$ cat src/rtl/mute_pkg.sv
package mute_pkg;
  typedef enum logic [1:0] {
    WL_8   = 2'b00,
    WL_9   = 2'b01,
    WL_7   = 2'b10,
    WL_RSV = 2'b11
  } wlen_e;

  typedef struct packed {
    logic rdy;
    logic ore;
    logic fe;
    logic pe;
  } rx_flags_t;

  function automatic int unsigned data_bits(wlen_e wl);
    case (wl)
      WL_9:    return 9;
      WL_7:    return 7;
      default: return 8;
    endcase
  endfunction

  // start + data + stop(s)
  function automatic int unsigned rest_ticks(wlen_e wl, logic two_stop);
    return data_bits(wl) + 2 + (two_stop ? 1 : 0);
  endfunction
endpackage

$ cat src/rtl/mute_idle_det.sv
module mute_idle_det #(
  parameter int unsigned CNT_W = 4
) (
  input  logic             clk_i,
  input  logic             rst_ni,
  input  logic             line_idle_i,
  input  logic             bit_tick_i,
  input  logic [CNT_W-1:0] limit_i,
  output logic             idle_hit_o,
  output logic             idle_o
);
  logic [CNT_W-1:0] cnt_q;
  logic             idle_q;

  assign idle_hit_o = line_idle_i & bit_tick_i & ~idle_q & (cnt_q == limit_i - 1'b1);
  assign idle_o     = idle_q;

  always_ff @(posedge clk_i or negedge rst_ni) begin
    if (!rst_ni) begin
      cnt_q  <= '0;
      idle_q <= 1'b0;
    end else if (!line_idle_i) begin
      cnt_q  <= '0;
      idle_q <= 1'b0;
    end else if (bit_tick_i && !idle_q) begin
      cnt_q <= cnt_q + 1'b1;
      if (idle_hit_o) idle_q <= 1'b1;
    end
  end
endmodule

$ cat src/rtl/mute_addr_match.sv
module mute_addr_match
  import mute_pkg::*;
#(
  parameter int unsigned DATA_W = 9,
  parameter int unsigned ADDR_W = 4
) (
  input  wlen_e             wlen_i,
  input  logic [DATA_W-1:0] data_i,
  input  logic [ADDR_W-1:0] node_addr_i,
  output logic              is_addr_o,
  output logic              match_o
);
  always_comb begin
    case (wlen_i)
      WL_9:    is_addr_o = data_i[8];
      WL_7:    is_addr_o = data_i[6];
      default: is_addr_o = data_i[7];
    endcase
  end

  assign match_o = (data_i[ADDR_W-1:0] == node_addr_i);
endmodule

$ cat src/rtl/mute_flag_gate.sv
module mute_flag_gate
  import mute_pkg::*;
(
  input  logic      clk_i,
  input  logic      rst_ni,
  input  logic      report_i,
  input  logic      ore_i,
  input  logic      fe_i,
  input  logic      pe_i,
  output rx_flags_t flags_o,
  output logic      irq_o
);
  rx_flags_t flags_q;
  logic      irq_q;

  always_ff @(posedge clk_i or negedge rst_ni) begin
    if (!rst_ni) begin
      flags_q <= '0;
      irq_q   <= 1'b0;
    end else begin
      flags_q <= report_i ? rx_flags_t'({1'b1, ore_i, fe_i, pe_i}) : rx_flags_t'('0);
      irq_q   <= report_i;
    end
  end

  assign flags_o = flags_q;
  assign irq_o   = irq_q;
endmodule

$ cat src/rtl/uart_mute_ctrl.sv
module uart_mute_ctrl
  import mute_pkg::*;
#(
  parameter int unsigned DATA_W = 9,
  parameter int unsigned ADDR_W = 4
) (
  input  logic              clk_i,
  input  logic              rst_ni,
  input  logic              mute_en_i,
  input  logic              wake_sel_i,
  input  logic              mute_req_i,
  input  logic [1:0]        word_len_i,
  input  logic              stop2_i,
  input  logic [ADDR_W-1:0] node_addr_i,
  input  logic              bit_tick_i,
  input  logic              line_idle_i,
  input  logic              frame_done_i,
  input  logic [DATA_W-1:0] rx_data_i,
  input  logic              ore_i,
  input  logic              fe_i,
  input  logic              pe_i,
  output logic              mute_o,
  output logic              rdy_o,
  output logic              ore_o,
  output logic              fe_o,
  output logic              pe_o,
  output logic              irq_o
);
  localparam int unsigned CNT_W = $clog2(DATA_W + 4);

  wlen_e            wlen;
  logic [CNT_W-1:0] limit;
  logic             idle_hit, idle_st;
  logic             is_addr, addr_ok;
  logic             mute_q, mute_d;
  logic             addr_mode, report;
  rx_flags_t        flags;
  logic             unused_data;

  assign wlen        = wlen_e'(word_len_i);
  assign limit       = CNT_W'(rest_ticks(wlen, stop2_i));
  assign unused_data = ^rx_data_i;

  mute_idle_det #(.CNT_W(CNT_W)) u_idle (
    .clk_i      (clk_i),
    .rst_ni     (rst_ni),
    .line_idle_i(line_idle_i),
    .bit_tick_i (bit_tick_i),
    .limit_i    (limit),
    .idle_hit_o (idle_hit),
    .idle_o     (idle_st)
  );

  mute_addr_match #(.DATA_W(DATA_W), .ADDR_W(ADDR_W)) u_addr (
    .wlen_i     (wlen),
    .data_i     (rx_data_i),
    .node_addr_i(node_addr_i),
    .is_addr_o  (is_addr),
    .match_o    (addr_ok)
  );

  assign addr_mode = mute_en_i & wake_sel_i;

  always_comb begin
    mute_d = mute_q;
    if (!mute_en_i) begin
      mute_d = 1'b0;
    end else if (!wake_sel_i) begin
      if (idle_hit)                     mute_d = 1'b0;
      else if (mute_req_i && !idle_st)  mute_d = 1'b1;
    end else begin
      if (frame_done_i && is_addr)      mute_d = ~addr_ok;
      else if (mute_req_i)              mute_d = 1'b1;
    end
  end

  always_ff @(posedge clk_i or negedge rst_ni) begin
    if (!rst_ni) mute_q <= 1'b0;
    else         mute_q <= mute_d;
  end

  // flag reads 0 the moment enable drops
  assign mute_o = mute_q & mute_en_i;

  // a mismatching address mutes at once and is not reported
  assign report = frame_done_i & ~mute_o & ~(addr_mode & is_addr & ~addr_ok);

  mute_flag_gate u_gate (
    .clk_i   (clk_i),
    .rst_ni  (rst_ni),
    .report_i(report),
    .ore_i   (ore_i),
    .fe_i    (fe_i),
    .pe_i    (pe_i),
    .flags_o (flags),
    .irq_o   (irq_o)
  );

  assign rdy_o = flags.rdy;
  assign ore_o = flags.ore;
  assign fe_o  = flags.fe;
  assign pe_o  = flags.pe;
endmodule

$ cat config.mk
export PLATFORM = sky130hd
export DESIGN_NAME = uart_mute_ctrl
export DESIGN_NICKNAME = d
export VERILOG_FILES = /design/src/rtl/mute_pkg.sv /design/src/rtl/mute_idle_det.sv /design/src/rtl/mute_addr_match.sv /design/src/rtl/mute_flag_gate.sv /design/src/rtl/uart_mute_ctrl.sv
export SDC_FILE = /design/constraint.sdc
export NUM_CORES = 1
export LEC_CHECK = 0
export ABC_AREA = 1
export BUFFER_PORTS_ARGS = -buffer_cell sky130_fd_sc_hd__buf_2
export CAP_MARGIN = 10
export CORE_MARGIN = 5
export CORE_UTILIZATION = 49
export CTS_CLUSTER_DIAMETER = 200
export DETAILED_ROUTE_END_ITERATION = 7
export GPL_ROUTABILITY_DRIVEN = 1
export PLACE_DENSITY = 0.81
export SLEW_MARGIN = 20
export SYNTH_ARGS = -nofsm -noshare
export SYNTH_HDL_FRONTEND = slang
export SYNTH_SLANG_ARGS = --single-unit
$ cat constraint.sdc
create_clock -name clk_i -period 2.2 [get_ports clk_i]
set_input_delay 0.44 -clock clk_i [delete_from_list [all_inputs] [get_ports clk_i]]
set_output_delay 0.44 -clock clk_i [all_outputs]
set_load 0.005 [all_outputs]
# After elaboration in Yosys (flattened, before gate mapping)
# Index checks and enable logic that the tools add are counted.
dict set report totals {
  output_inout_bits 6
  in_bits 27
  word_cells 54
  register_bits 11
}
dict set report classes {
  reduce_logical 6
  addsub 4
  n_bitwise 13
  eq_ne 8
  n_mux 15
}
# cell count
set op_table {}
lappend op_table {{two-way mux 4 bit} 3}
lappend op_table {{two-way mux 1 bit} 10}
lappend op_table {{bitwise AND 1 bit} 9}
lappend op_table {{== test 4 bit} 2}
lappend op_table {{one-hot mux 4 bit (2 select lines)} 1}
lappend op_table {{adder 4 x 1 -> 4 bit} 1}
lappend op_table {{adder 4 x 1 -> 4 bit (second input constant)} 1}
lappend op_table {{adder 4 x 2 -> 4 bit (second input constant)} 1}
lappend op_table {{!= test 2 x 1 -> 1 bit (second input constant)} 2}
lappend op_table {{!= test 4 x 1 -> 1 bit (second input constant)} 1}
lappend op_table {{!= test 4 x 2 -> 1 bit (second input constant)} 1}
lappend op_table {{inverter 1 bit} 4}
lappend op_table {{AND reduction 2 bit} 2}
lappend op_table {{subtractor 4 x 1 -> 4 bit (second input constant)} 1}
lappend op_table {{logical AND 1 bit} 3}
lappend op_table {{== test 2 x 1 -> 1 bit (second input constant)} 1}
lappend op_table {{== test 2 bit (second input constant)} 1}
lappend op_table {{one-hot mux 1 bit (2 select lines)} 1}
lappend op_table {{zero test 1 bit} 1}

# Longest topological paths before layout
# Gate-level depths: netlist of the first run.
dict set report logic_depth {
  word_depth 10
  ltp_mapped 10
  mapped_depth_nobuf 10
}

# Modules after synthesis
# Synthesis of the first run repeated with hierarchy kept, for this count alone.
dict set report unflattened {
  hier_cells 130
  hier_area_um2 833.3
}
# mod area_per_inst_um2 n_inst seq_area_each_um2 cells_each
set modules_own_cells {}
lappend modules_own_cells {mute_idle_det 384.1 1 125.1 62}
lappend modules_own_cells {uart_mute_ctrl 198.9 1 25.0 33}
lappend modules_own_cells {mute_flag_gate 130.1 1 100.1 11}
lappend modules_own_cells {mute_addr_match 120.1 1 0.0 24}

# Least setup slack after synthesis of the first run
# No wires, ideal clock.
dict set report synth_timing {
  kind {input port to flip-flop}
  start {input port word_len_i[1]}
  end {register mute_q}
  cell_stages 9
  arrival_time_ps 1464
  path_slack_ps 663
  path_buffers 0
  setup_ps 73
  required_time_ps 2127
  path_cell_list {inv_1 > fa_1 > nand2_1 > nand2_1 > nor2_2 > nand3_2 > nand3_2 > nand2_2 > a21oi_2}
}
dict set report synth_between {
  elab_chain_cells 10
  elab_cells_between_ends 17
  classes_between {add/sub: 3; eq/ne: 5; mux: 6; bitwise: 1; reduce/logical: 2}
}
# element line_no
set synth_rtl {}
lappend synth_rtl {{start: declaration} uart_mute_ctrl.sv:12} ;# input logic [1:0] word_len_i,
lappend synth_rtl {{== test 2 bit or == test 2 x 1 -> 1 bit (tied branches)} {mute_pkg.sv:17, mute_addr_match.sv:14}}
lappend synth_rtl {{one-hot mux 4 bit (2 select lines)} mute_pkg.sv:17} ;# case (wl)
lappend synth_rtl {{adder 4 x 2 -> 4 bit} mute_pkg.sv:26} ;# return data_bits(wl) + 2 + (two_stop ? 1 : 0);
lappend synth_rtl {{adder 4 x 1 -> 4 bit} mute_pkg.sv:26}
lappend synth_rtl {{subtractor 4 x 1 -> 4 bit} mute_idle_det.sv:15} ;# assign idle_hit_o = line_idle_i & bit_tick_i & ~idle_q & (cnt_q == limit_i - 1'b1);
lappend synth_rtl {{== test 4 bit} mute_idle_det.sv:15}
lappend synth_rtl {{bitwise AND 1 bit} mute_idle_det.sv:15}
lappend synth_rtl {{two-way mux 1 bit} uart_mute_ctrl.sv:69} ;# if (idle_hit) mute_d = 1'b0;
lappend synth_rtl {{two-way mux 1 bit} uart_mute_ctrl.sv:68} ;# end else if (!wake_sel_i) begin
lappend synth_rtl {{two-way mux 1 bit} uart_mute_ctrl.sv:66} ;# if (!mute_en_i) begin
lappend synth_rtl {{end signal: assignment} uart_mute_ctrl.sv:79} ;# else mute_q <= mute_d;
lappend synth_rtl {{end: declaration} uart_mute_ctrl.sv:35} ;# logic mute_q, mute_d;
# Several ways; a longest one is shown, not always the timed one.
# A chain may end at the register's enable or synchronous reset.

# Final worst setup path of the first run
# Ends and elaborated chain as after synthesis.

==> out/results.txt, run 1 <==
Final min period: 1510 ps
Cells after Synth: 104
synthesized area per cell: 7.27 µm²
largest net degree at the start of global routing: 11
Post-CTS Setup Repair Bufs: 0
final setup fails: 0
Bufs and invs on worst path: 2
TritonCTS Buffers: 3
dpl hpwl: 1350 µm
vias in the first global route: 707
# diodes: 0
#FFs+latches synth: 10
PwrDens: 502 nW/µm²
DIE AREA: 2430 µm²
GPL Wtd Cong: 0.758
final WL: 1570 µm
overall routing resource usage: 14.2%
Final period util: 68.6%
Max-cap violations: 0
status: completed
CP max stage cell: fa_1
Peak VDD IR: 0.401 mV
CP Cell Sequence: buf_2 -> inv_1 -> fa_1 -> nand2_1 -> nand2_1 -> nor2_2 -> nand3_2 -> nand3_2 -> nand2_2 -> a21oi_2
Root Buffer: clkbuf_4
clock sinks: 10
Die Width: 49.3 µm
initial antenna violation count: 0
Resized cells post-CTS: 0
Final Hold Viols: 0
TritonCTS clock tree: done
Placed Cells: 149
DRC viols: 0
Yosys warnings: 0
core footprint: 1490 µm²
Die Y: 49.3 µm
Setup Skew: 5.62 ps
WS Path Type: input port to flop
Port-buffer cells: 30
final setup TNS: 0 ps
worst min-delay path class: input port to async pin
Lkg Pwr: 0.000564 µW
Starting DRT DRC Count: 4
layout cells sized above 1: 34.3%
CTS clock-pin slew for the worst setup and hold paths: 70 ps
Synth Net Count: 136
Rows: 14
CTS Hold Buffers Added: 0
P&R area growth vs syn: 26.3%
Max Slew Vio Count: 0
Max Fclk: 0.662 GHz
Clk Latency, worst-skew pair: 270 ps
Clock Tree Buf Depth: 2
first-pass GRT wire length: 2750 µm
CP delay by family, top: simple AND/OR/NAND/NOR gates
placed cell areas: 918 µm²
critical path capture point type: flop
slowest stage delay, CP: 440 ps
IO Count: 33
vias per cell: 4.75
Seq/Total Area, Yosys: 33.1%
Critical Path RT: 2390 ps
DRT Pass-1 Iters: 2
hold_ws: 17.8 ps
Remaining Overflow, GRT: 0
startpoint types: input port
Initial Utilization: 50.8%
NumNets Final: 170
via count: 726
Non-Filler Instances: 153
fill cell count: 154
Finished Cell Area: 955 µm²
Antenna Nets Post-Route: 0
unrepaired setup endpoints after global routing: no
critical path peak fanout: 3
Unique masters post-synth: 23
Post-Synthesis Cell Area: 756 µm²
CTS H-tree lvls: 1
Worst-Margin Slew: 283 ps
Max-Slew Margin vs Limit: 81.0%
Worst Path Arrival: 1700 ps
Avg WL per Cell: 10.3 µm
==> metal layers <==
layer / vias to the layer above / track usage (%) / share of wire (%)
met2: 20 / 26.4 / 53
met3: 0 / 5.50 / 5.5
met5: - / 0 / 0
met1: 325 / 15.3 / 41
met4: 0 / 1.35 / 0
li1: 381 / - / -
==> layout make-up <==
cell class	instances	area, µm²	share of cell area (%)
Clock buffer	4	36.3	3.80
Inverter	25	93.8	9.83
Multi-Input combinational cell	68	404	42.3
Sequential cell	10	250	26.2
Tap cell	16	20.0	2.10
Timing Repair Buffer	30	150	15.7
==> synthesized netlist by cell type <==
master / instances / share of area [%]
nand3_1: 5 / 3.3
fa_1: 1 / 2.6
nor3b_1: 1 / 0.99
nor2_1: 10 / 5.0
nor2_2: 2 / 1.7
inv_2: 3 / 1.5
o21ai_2: 2 / 2.3
a21oi_2: 1 / 1.2
a21oi_1: 1 / 0.66
o21ai_1: 1 / 0.66
o21ai_0: 3 / 2.0
nand2_1: 24 / 12
dfrtp_1: 10 / 33
nand3b_1: 1 / 0.99
buf_4: 1 / 0.99
nand4_1: 2 / 1.7
nand3_2: 2 / 2.6
xnor2_1: 3 / 3.5
nand2_2: 2 / 1.7
nor4_4: 1 / 2.8
nor3_1: 2 / 1.3
ha_1: 4 / 6.6
inv_1: 22 / 11
==> kinds of logic (layout without fill, tap and decap cells) <==
logic type / Yosys count / after routing / synth area share (%)
AO/OA/AOI/OAI: 8 / 8 / 6.79
XOR/XNOR: 3 / 3 / 3.48
adder cells (fa/ha/maj): 5 / 5 / 9.27
buffers and inverters: 26 / 59 / 13.4
flip-flops: 10 / 10 / 33.1
AND/OR/NAND/NOR: 52 / 52 / 33.9
==> flip-flops by register name, summed over array words and instances (netlist names) <==
signal	cells
u_gate.flags_o	4
u_idle.cnt_q	4
mute_q	1
u_idle.idle_o	1
==> stage by stage <==
stage	total power, µW	worst slack (ps)	util, %
finish	479	690	64.1
detailed placement	318	409	61.7
global placement	312	447	61.7
floorplan	270	663	-
CTS	485	689	64.1
global route	518	599	64.1
==> cell usage in the layout (no fill, tap or decap) <==
| master | synthesis | layout |
|---|---|---|
| nor2_1 | 10 | 10 |
| buf_2 | 0 | 30 |
| nand3_1 | 5 | 5 |
| dfrtp_1 | 10 | 10 |
| fa_1 | 1 | 1 |
| nor2_2 | 2 | 2 |
| nor3_1 | 2 | 2 |
| nand3b_1 | 1 | 1 |
| ha_1 | 4 | 4 |
| xnor2_1 | 3 | 3 |
| inv_2 | 3 | 3 |
| o21ai_0 | 3 | 3 |
| nand2_2 | 2 | 2 |
| nand4_1 | 2 | 2 |
| nand2_1 | 24 | 24 |
| a21oi_2 | 1 | 1 |
| clkbuf_4 | 0 | 3 |
| nand3_2 | 2 | 2 |
| a21oi_1 | 1 | 1 |
| o21ai_2 | 2 | 2 |
| o21ai_1 | 1 | 1 |
| nor3b_1 | 1 | 1 |
| inv_1 | 22 | 22 |
| nor4_4 | 1 | 1 |
| clkbuf_8 | 0 | 1 |
==> power by group <==
group	total [µW]	internal, µW	switching [µW]
Sequential	198	193	4.44
Combinational	115	48.9	66.3
Clock	166	101	65.5
==> path summary, 6_finish.rpt <==
| path | end | startpoint | cells past startpoint | slack, ps |
|---|---|---|---|---|
| hold / removal | u_idle.cnt_q[1]$_DFFE_PN0P_ | rst_ni | 1 | 20 |
| setup reg to reg | mute_q$_DFFE_PN0P_ | u_idle.cnt_q[0]$_DFFE_PN0P_ | 7 | 1060 |
| max in group asynchronous | u_gate.flags_o[0]$_DFF_PN0_ | rst_ni | 1 | 1990 |
| min in group clk_i | u_gate.flags_o[2]$_DFF_PN0_ | ore_i | 3 | 380 |
| hold reg to reg | mute_q$_DFFE_PN0P_ | mute_q$_DFFE_PN0P_ | 2 | 530 |
| setup / recovery | mute_q$_DFFE_PN0P_ | word_len_i[1] | 10 | 690 |
Note: power is estimated with default switching activity, not from simulation.
==> run 2, diff against run 1 <==
--- a/config.mk
+++ b/config.mk
@@ -9,11 +9,11 @@
 export BUFFER_PORTS_ARGS = -buffer_cell sky130_fd_sc_hd__buf_2
 export CAP_MARGIN = 10
 export CORE_MARGIN = 5
-export CORE_UTILIZATION = 49
+export CORE_UTILIZATION = 41
 export CTS_CLUSTER_DIAMETER = 200
 export DETAILED_ROUTE_END_ITERATION = 7
 export GPL_ROUTABILITY_DRIVEN = 1
-export PLACE_DENSITY = 0.81
+export PLACE_DENSITY = 0.72
 export SLEW_MARGIN = 20
 export SYNTH_ARGS = -nofsm -noshare
 export SYNTH_HDL_FRONTEND = slang
==> constraint.sdc (replaced) <==
create_clock -name clk_i -period 1.2 [get_ports clk_i]
set_input_delay 0.24 -clock clk_i [delete_from_list [all_inputs] [get_ports clk_i]]
set_output_delay 0.24 -clock clk_i [all_outputs]
set_load 0.005 [all_outputs]
==> run 2 against run 1 <==
  * The run now ends with setup timing left
  * Global-route usage down 0.93 points
  * Critical path depth down 1
  * Sequential power up 84%
  * Total power up 88%
  * Cell area up 6.8%
==> out/results.txt, run 2 (synthesis results as in run 1) <==
DRT Pass-1 Iters: 4
CTS clock-pin slew for the worst setup and hold paths: 60 ps
IO Count: 33
Final min period: 1240 ps
CTS H-tree lvls: 1
TritonCTS Buffers: 3
Setup Skew: 5.88 ps
overall routing resource usage: 13.2%
Util after Layout: 58.4%
dpl hpwl: 1370 µm
final WL: 1610 µm
dpl ws: -332 ps
worst min-delay path class: input port to flop
Max-cap violations: 0
clock sinks: 10
hold path cells: 3
vias in the first global route: 702
FF-to-FF Start: u_idle.idle_o$_DFFE_PN0P_
Antenna Nets Post-Route: 0
initial antenna violation count: 0
fill cell count: 179
Port-buffer cells: 30
unrepaired setup endpoints after global routing: yes
Final period util: 103%
hold_ws: 173 ps
DRC viols: 0
Design Power: 899 µW
PwrDens: 882 nW/µm²
Initial Utilization: 43.3%
most common cell after layout, fill and taps aside: buf_2
Max Slew Vio Count: 0
Die Y: 52.9 µm
startpoint types: input port
Die Width: 52.9 µm
via count: 735
Starting DRT DRC Count: 4
critical path peak fanout: 2
Clock Tree Buf Depth: 2
Remaining Overflow, GRT: 0
Rows: 15
critical path capture point type: flop
P&R area growth vs syn: 34.9%
WS Path Type: input port to flop
failing checks: setup timing
largest net degree at the start of global routing: 11
Peak VDD IR: 0.512 mV
Lkg Pwr: 0.000585 µW
flop-to-flop setup slack: 70 ps
vias per cell: 4.43
Reg2Reg Depth: 7
CP max stage cell: fa_1
CP delay by family, top: simple AND/OR/NAND/NOR gates
most frequent cells in the layout: buf_2 (28), nand2_1 (24), inv_1 (21)
core footprint: 1750 µm²
layout cells sized above 1: 36.9%
GPL Wtd Cong: 0.824
# diodes: 0
NumNets Final: 174
Bufs and invs on worst path: 1
Reg-to-Reg End: mute_q$_DFFE_PN0P_
slowest stage delay, CP: 480 ps
final setup fails: 1
TritonCTS clock tree: done
Clk Latency, worst-skew pair: 270 ps
Max-Slew Margin vs Limit: 84.9%
hold_sp: pe_i
final setup TNS: -38.3 ps
final worst slack: -38.3 ps
Critical Path RT: 1390 ps
Root Buffer: clkbuf_4
Max Fclk: 0.808 GHz
Worst Hold Endpoint: u_gate.flags_o[0]$_DFF_PN0_
Worst Path Arrival: 1430 ps
DIE AREA: 2800 µm²
CP Cell Sequence: buf_6 -> fa_1 -> nand2_1 -> nand2_1 -> nor2_2 -> nand3_2 -> nand3_2 -> nand2_2 -> a21oi_2
status: complete, but fails checks
Worst-Margin Slew: 225 ps
Final Hold Viols: 0
Avg WL per Cell: 9.72 µm
first-pass GRT wire length: 2720 µm
run 2: where the power goes:
part           switching [µW]  total [µW]  internal, µW
Clock                     125         309           184
Sequential               9.29         364           354
Combinational             122         227           104
run 2: final cells by class:
class,instances,area (µm²),area share [%]
timing repair buffer,34,199,19.5
sequential,10,250,24.5
clock buffer,4,36.3,3.56
inverter,25,96.3,9.45
tap,25,31.3,3.07
multi-input combinational,68,407,39.9
run 2: metrics by stage:
| step | cells | cell area [µm²] |
|---|---|---|
| after floorplan | 104 | 756 |
| after global placement | 160 | 945 |
| after detailed placement | 160 | 945 |
| after CTS | 166 | 1010 |
| after global routing | 166 | 1020 |
| final | 166 | 1020 |
run 2: layer usage:
metal | track usage (%) | vias up | wire, µm | part of all wire [%]
met5 | 0 | - | 0 | 0
met4 | 4.26 | 0 | 10 | 0.62
met3 | 4.79 | 3 | 105 | 6.5
met2 | 23.8 | 21 | 880 | 55
met1 | 14.2 | 321 | 616 | 38
li1 | - | 390 | - | -
run 2: worst max-delay path by stage:
stage                          to  slack, ps  cells past startpoint           from
3_5_place_dp   mute_q$_DFFE_PN0P_       -330                      9  word_len_i[0]
4_1_cts        mute_q$_DFFE_PN0P_        -50                      9  word_len_i[1]
3_3_place_gp   mute_q$_DFFE_PN0P_       -270                      9  word_len_i[0]
6_report       mute_q$_DFFE_PN0P_        -40                      9        stop2_i
5_1_grt        mute_q$_DFFE_PN0P_        -70                      9        stop2_i
2_1_floorplan  mute_q$_DFFE_PN0P_       -110                      8  word_len_i[0]
run 2: worst min-delay path, delay by kind of cell:
kind,cells,cell delay [ps]
buffers and inverters,2,130
and+or+nand+nor,1,30
run 2: what timing repair did:
action	CTS	global route
pin swaps	5	7
endpoints found under the setup margin	1	5
endpoints found under the hold margin	10	0
hold buffers	1	0
setup buffers	1	0
gates resized for setup	3	2
